$ cat src/rtl/swdog_pkg.sv
package swdog_pkg;

    localparam int          DEF_CNT_W   = 16;
    localparam int          DEF_DIV     = 2048;
    localparam logic [15:0] DEF_KEY_ARM = 16'h556C;
    localparam logic [15:0] DEF_KEY_GO  = 16'hAA39;

    // configuration word field positions
    localparam int CFG_EN_BIT  = 0;
    localparam int CFG_PRE_BIT = 1;
    localparam int CFG_ACT_BIT = 2;
    localparam int CFG_FRZ_BIT = 3;
    localparam int CFG_TMO_LSB = 16;

    typedef enum logic {
        ACT_RESET = 1'b0,
        ACT_NMI   = 1'b1
    } action_e;

    typedef enum logic {
        SVC_IDLE  = 1'b0,
        SVC_ARMED = 1'b1
    } svc_state_e;

    typedef struct packed {
        logic    enable;
        logic    prescale;
        action_e action;
    } mode_t;

    localparam mode_t MODE_AT_RESET = '{enable: 1'b1, prescale: 1'b1, action: ACT_RESET};

    function automatic logic key_match(input logic [15:0] value, input logic [15:0] key);
        return value == key;
    endfunction

endpackage

$ cat src/rtl/swdog_regs.sv
module swdog_regs
    import swdog_pkg::*;
#(
    parameter int          CNT_W    = DEF_CNT_W,
    parameter logic [CNT_W-1:0] INIT_TMO = '1,
    localparam int         DATA_W   = CFG_TMO_LSB + CNT_W
) (
    input  logic              clk,
    input  logic              rst,
    input  logic              cfg_we,
    input  logic [DATA_W-1:0] cfg_data,
    output mode_t             mode_o,
    output logic [CNT_W-1:0]  timeout_o,
    output logic              frz_stop_o
);

    logic locked_q;
    logic unused_cfg_bits;

    assign unused_cfg_bits = ^cfg_data[CFG_TMO_LSB-1:CFG_FRZ_BIT+1];

    always_ff @(posedge clk) begin
        if (rst) begin
            mode_o     <= MODE_AT_RESET;
            timeout_o  <= INIT_TMO;
            frz_stop_o <= 1'b1;
            locked_q   <= 1'b0;
        end else if (cfg_we) begin
            frz_stop_o <= cfg_data[CFG_FRZ_BIT];
            if (!locked_q) begin
                mode_o.enable   <= cfg_data[CFG_EN_BIT];
                mode_o.prescale <= cfg_data[CFG_PRE_BIT];
                mode_o.action   <= action_e'(cfg_data[CFG_ACT_BIT]);
                timeout_o       <= cfg_data[DATA_W-1:CFG_TMO_LSB];
                locked_q        <= 1'b1;
            end
        end
    end

endmodule

$ cat src/rtl/swdog_service.sv
module swdog_service
    import swdog_pkg::*;
#(
    parameter logic [15:0] KEY_ARM = DEF_KEY_ARM,
    parameter logic [15:0] KEY_GO  = DEF_KEY_GO
) (
    input  logic        clk,
    input  logic        rst,
    input  logic        svc_we,
    input  logic [15:0] svc_key,
    output logic        reload_o
);

    svc_state_e state_q;

    assign reload_o = svc_we && (state_q == SVC_ARMED) && key_match(svc_key, KEY_GO);

    always_ff @(posedge clk) begin
        if (rst) begin
            state_q <= SVC_IDLE;
        end else if (svc_we) begin
            state_q <= key_match(svc_key, KEY_ARM) ? SVC_ARMED : SVC_IDLE;
        end
    end

endmodule

$ cat src/rtl/swdog_prescaler.sv
module swdog_prescaler #(
    parameter int DIV = 2048,
    localparam int PW = (DIV > 1) ? $clog2(DIV) : 1
) (
    input  logic clk,
    input  logic rst,
    input  logic clr,
    input  logic adv,
    output logic tick_o
);

    localparam logic [PW-1:0] LAST = PW'(DIV - 1);

    logic [PW-1:0] phase_q;

    assign tick_o = adv && (phase_q == LAST);

    always_ff @(posedge clk) begin
        if (rst || clr) begin
            phase_q <= '0;
        end else if (adv) begin
            phase_q <= (phase_q == LAST) ? '0 : phase_q + 1'b1;
        end
    end

endmodule

$ cat src/rtl/swdog_counter.sv
module swdog_counter
    import swdog_pkg::*;
#(
    parameter int               CNT_W    = DEF_CNT_W,
    parameter logic [CNT_W-1:0] INIT_TMO = '1
) (
    input  logic             clk,
    input  logic             rst,
    input  logic             reload,
    input  logic             step,
    input  logic [CNT_W-1:0] timeout,
    input  action_e          action,
    output logic [CNT_W-1:0] count_o,
    output logic             rst_req_o,
    output logic             nmi_req_o
);

    always_ff @(posedge clk) begin
        if (rst) begin
            count_o   <= INIT_TMO;
            rst_req_o <= 1'b0;
            nmi_req_o <= 1'b0;
        end else begin
            rst_req_o <= 1'b0;
            nmi_req_o <= 1'b0;
            if (reload) begin
                count_o <= timeout;
            end else if (step) begin
                if (count_o == '0) begin
                    count_o <= timeout;
                    if (action == ACT_NMI) nmi_req_o <= 1'b1;
                    else                   rst_req_o <= 1'b1;
                end else begin
                    count_o <= count_o - 1'b1;
                end
            end
        end
    end

endmodule

$ cat src/rtl/swdog_top.sv
module swdog_top
    import swdog_pkg::*;
#(
    parameter int               CNT_W    = DEF_CNT_W,
    parameter int               DIV      = DEF_DIV,
    parameter logic [15:0]      KEY_ARM  = DEF_KEY_ARM,
    parameter logic [15:0]      KEY_GO   = DEF_KEY_GO,
    parameter logic [CNT_W-1:0] INIT_TMO = '1,
    localparam int              DATA_W   = CFG_TMO_LSB + CNT_W
) (
    input  logic              clk,
    input  logic              rst,
    input  logic              wr_en,
    input  logic              wr_sel,
    input  logic [DATA_W-1:0] wr_data,
    input  logic              freeze,
    input  logic              lowpower,
    output logic [CNT_W-1:0]  count_o,
    output logic              rst_req_o,
    output logic              nmi_req_o
);

    mode_t            mode_q;
    logic [CNT_W-1:0] timeout;
    logic             frz_stop;
    logic             svc_reload;
    logic             hold;
    logic             run;
    logic             pre_tick;
    logic             cnt_step;

    assign hold     = lowpower || (freeze && frz_stop);
    assign run      = mode_q.enable && !hold;
    assign cnt_step = run && (mode_q.prescale ? pre_tick : 1'b1);

    swdog_regs #(.CNT_W(CNT_W), .INIT_TMO(INIT_TMO)) u_regs (
        .clk        (clk),
        .rst        (rst),
        .cfg_we     (wr_en && !wr_sel),
        .cfg_data   (wr_data),
        .mode_o     (mode_q),
        .timeout_o  (timeout),
        .frz_stop_o (frz_stop)
    );

    swdog_service #(.KEY_ARM(KEY_ARM), .KEY_GO(KEY_GO)) u_svc (
        .clk      (clk),
        .rst      (rst),
        .svc_we   (wr_en && wr_sel),
        .svc_key  (wr_data[15:0]),
        .reload_o (svc_reload)
    );

    swdog_prescaler #(.DIV(DIV)) u_pre (
        .clk    (clk),
        .rst    (rst),
        .clr    (svc_reload),
        .adv    (run && mode_q.prescale),
        .tick_o (pre_tick)
    );

    swdog_counter #(.CNT_W(CNT_W), .INIT_TMO(INIT_TMO)) u_cnt (
        .clk       (clk),
        .rst       (rst),
        .reload    (svc_reload),
        .step      (cnt_step),
        .timeout   (timeout),
        .action    (mode_q.action),
        .count_o   (count_o),
        .rst_req_o (rst_req_o),
        .nmi_req_o (nmi_req_o)
    );

endmodule

$ cat config.mk
export PLATFORM = sky130hd
export DESIGN_NAME = swdog_top
export DESIGN_NICKNAME = d
export VERILOG_FILES = /design/src/rtl/swdog_pkg.sv /design/src/rtl/swdog_regs.sv /design/src/rtl/swdog_service.sv /design/src/rtl/swdog_prescaler.sv /design/src/rtl/swdog_counter.sv /design/src/rtl/swdog_top.sv
export SDC_FILE = /design/constraint.sdc
export NUM_CORES = 1
export LEC_CHECK = 0
export BUFFER_PORTS_ARGS = -buffer_cell sky130_fd_sc_hd__buf_2
export CAP_MARGIN = 25
export CORE_ASPECT_RATIO = 1.25
export CORE_UTILIZATION = 59
export CTS_BUF_LIST = sky130_fd_sc_hd__clkbuf_4 sky130_fd_sc_hd__clkbuf_8 sky130_fd_sc_hd__clkbuf_16
export DETAILED_ROUTE_END_ITERATION = 7
export PLACE_DENSITY = 0.93
export SKIP_CTS_REPAIR_TIMING = 1
export SYNTH_ARGS = -nofsm -noshare
export SYNTH_HDL_FRONTEND = slang
export SYNTH_SLANG_ARGS = --single-unit
$ cat constraint.sdc
create_clock -name clk -period 5.2 [get_ports clk]
set_input_delay 0 -clock clk [delete_from_list [all_inputs] [get_ports clk]]
set_output_delay 0 -clock clk [all_outputs]
set_load 0.02 [all_outputs]
==> summary.md <==
| Metric | Value |
|---|---|
| Vias in the first global route | 2,534 |
| Top cells by area, synth | dfxtp_1 37%, a211o_1 6.6%, nor2b_1 5.1% |
| Cell taking the most area after synthesis | dfxtp_1 |
| Share of post-route cells with drive strength above 1 | 19.8% |
| Vias post-DR | 2,862 |
| Async set-reset flop share out of synthesis | 0% |
| Fillcell total | 313 |
| GP Congestion | 0.896 |
| CP arrival | 2.72 ns |
| Post-synthesis cell area | 0.00280 mm² |
| Period utilization | 48.3% |
| Later-pin clock latency in the skew report | 0.31 ns |
| P_sw | 0.209 mW |
| Comb power frac | 13.5% |
| Pin count of the biggest net entering global routing | 48 |
| Critical path fanouts, max | 16 |
| FF+latch count, synth | 51 |
| Detailed Place HPWL | 5070 µm |
| Largest delay share family, worst path | simple AND/OR/NAND/NOR gates |
| Rows | 27 |
| CP Cell Sequence | ha_1 > nand4_1 > o31a_1 > nor2_1 > a2bb2oi_1 > o22a_1 |
| Critical-path top delay cell | nor2_1 |
| Status | finished clean |
| Setup slack after layout | 2.69 ns |
| Reg power frac | 56.2% |
| Net Count, Synth | 362 |
| CTS Buf Count | 5 |
| Fin Hold WS | 0.0429 ns |
| Dpl cells | 418 |
| Clk sinks | 51 |
| CP Class | flip-flop to flip-flop |
| Area grow syn2layout | 20.4% |
| Core Area | 0.00449 mm² |
| P per Cell Area | 229 mW/mm² |
| Final setup vio count | 0 |
| Static leakage | 1.26 nW |
| Synth unique cells | 62 |
| DRT Wirelength | 7550 µm |
| Clk slew on worst S/H paths | 0.10 ns |
| Ports | 56 |
| Worst slew pin tran | 1.03 ns |
| Max H-tree Level | 2 |
| Seq/Total Area, Yosys | 36.5% |
| Setup Skew | 0.00960 ns |
| Tightest Hold Check Type | primary input to flip-flop |
| Worst reg2reg setup slack | 2.69 ns |
| DP Area | 0.00308 mm² |
| Initial DRC Count | 274 |
| Max rail drop VDD | 0.000228 V |
| CP endpoint kind | flip-flop |
| CP Buf/Inv Count | 0 |
| Worst slack at placement | 2.80 ns |
| Finished Cell Area | 0.00337 mm² |
| Die Area | 0.00502 mm² |
| Cell-internal power | 0.560 mW |
| CP peak stage delay | 0.79 ns |
| Max Cap Viol | 0 |
| Clock root buffer | clkbuf_8 |
| Fin cells | 446 |
| Post-synth top flop | dfxtp_1 |
| Post-Syn Area per Cell | 8.71 µm² |
| Total track usage | 29.1% |
| Mapped Cells | 321 |
| Via/cell ratio | 6.42 |
| DRC errors left | 0 |
| Share of Yosys cell area claimed by the top area cell type | 36.5% |
| DRT antenna net count | 0 |
| Die W | 63.6 µm |
| Total congestion overflow | 0 |
| Ys Warns | 0 |
| Global-route wire length before repair | 11,600 µm |
| RSZ-0062 raised after global routing | false |
| Crit path required time | 5.41 ns |
| NumNets Final | 428 |
| TritonRoute pass-1 iters | 5 |
| Rel. slew slack | 31.2% |
| Setup TNS Final | 0 ns |
| Switching fraction of total power | 27.2% |
| Port Buffers | 55 |
| CP Launch Type | flip-flop |
| Clk pwr share | 30.3% |
| Die Y | 79.0 µm |
| Avg WL per Cell | 16.9 µm |
| Initial core utilization | 62.2% |
| Core Util, Final | 74.9% |
| Final Critical Period | 2.51 ns |
| Initial antenna violation count | 0 |
| N_diodes | 0 |
| CTS tree | yes |
| Final-report hold violation count | 0 |
| Post-synth EDFFs | 0 |
| Total power | 0.769 mW |
| Clk buf depth | 2 |
| Max Clk Rate | 0.398 GHz |
| Slew Viols, Final | 0 |
## layout by cell type, fill, tap and decap left out, types with 3 or more instances in the layout
master         Yosys  routed
nand4_1            9       9
nand2_1           19      19
nor2b_1           23      22
clkbuf_8           0       5
nor3_1            12      12
dlygate4sd3_1      0      20
a2111oi_0          6       6
a211o_1           21      21
mux2i_1            7       7
nor4_1            10      10
xnor2_1            9       9
buf_2              4      55
a221oi_1           5       5
or4_1              4       4
a21oi_1           12      12
nor2_1            36      36
and2_1             3       3
dfxtp_1           51      51
ha_1               3       3
nand3_1           11      11
a2bb2oi_1          4       4
inv_1              7       7
or3_1              3       3
## cells in the mapped netlist (all sizes together) (3+ instances only)
library cell	instances
a221oi	5
a2bb2oi	5
inv	7
or3	3
nand4	11
a2111oi	6
dfxtp	51
or4	4
buf	9
nor2	36
nor2b	23
nand2	19
ha	3
nand3	11
and2	3
a211o	21
nor4	12
clkbuf	8
mux2i	7
a21oi	12
nor3	13
o21ai	4
xnor2	9
## area by class of cell
cell class / instances / area, µm² / share of cell area, %
inverters: 7 / 26.3 / 0.781
clock inverters: 2 / 12.5 / 0.372
multi-input cells: 246 / 1670 / 49.7
flip-flops and latches: 51 / 1020 / 30.3
repair buffers: 76 / 483 / 14.3
well taps: 58 / 72.6 / 2.16
clock buffers: 6 / 76.3 / 2.27
## kinds of logic (layout without fill, tap and decap cells)
family	count (synthesis)	count (layout)	share of synthesized area, %
simple gates	155	155	32.6
compound gates	71	71	20.1
flops	51	51	36.5
buf+inv	24	91	3.67
xor+xnor	9	9	2.82
mux	8	8	2.91
fa+ha+maj	3	3	1.34
## final timing paths
path,start,end,cells past startpoint
max,u_pre.phase_q[0],u_cnt.count_o[15],6
max reg2reg,u_pre.phase_q[0],u_cnt.count_o[15],6
min,wr_en,u_svc.state_q,4
min reg2reg,u_regs.mode_o[0],u_cnt.rst_req_o,1
## per-layer routing
layer	share of wire [%]	GRT usage, %	vias up
met5	0	0	-
met4	3.1	14.3	0
met3	6.3	5.32	24
met2	52	49.3	122
met1	39	34.9	1360
li1	-	-	1356
## sequential cells by signal, indices dropped and copies added, names as in the netlist
name               count
u_cnt.count_o         16
u_regs.timeout_o      16
u_pre.phase_q         11
u_regs.mode_o          3
u_cnt.nmi_req_o        1
u_cnt.rst_req_o        1
u_regs.frz_stop_o      1
u_regs.locked_q        1
u_svc.state_q          1
## tightest hold or removal path: cells and delay by family
| kind | cells | cell delay (ns) |
|---|---|---|
| and+or+nand+nor | 2 | 0.14 |
| buffers and inverters | 1 | 0.11 |
| AOI/OAI and AO/OA | 1 | 0.06 |
## power groups by stage
stage | Clock, mW | Combinational [mW] | Sequential [mW]
detailed placement | 0 | 0.0892 | 0.440
floorplan | 0 | 0.0629 | 0.435
CTS | 0.235 | 0.0896 | 0.431
finish | 0.233 | 0.104 | 0.432
global placement | 0 | 0.0856 | 0.439
global route | 0.248 | 0.113 | 0.435
No activity file was read; power rests on OpenSTA's default activity.
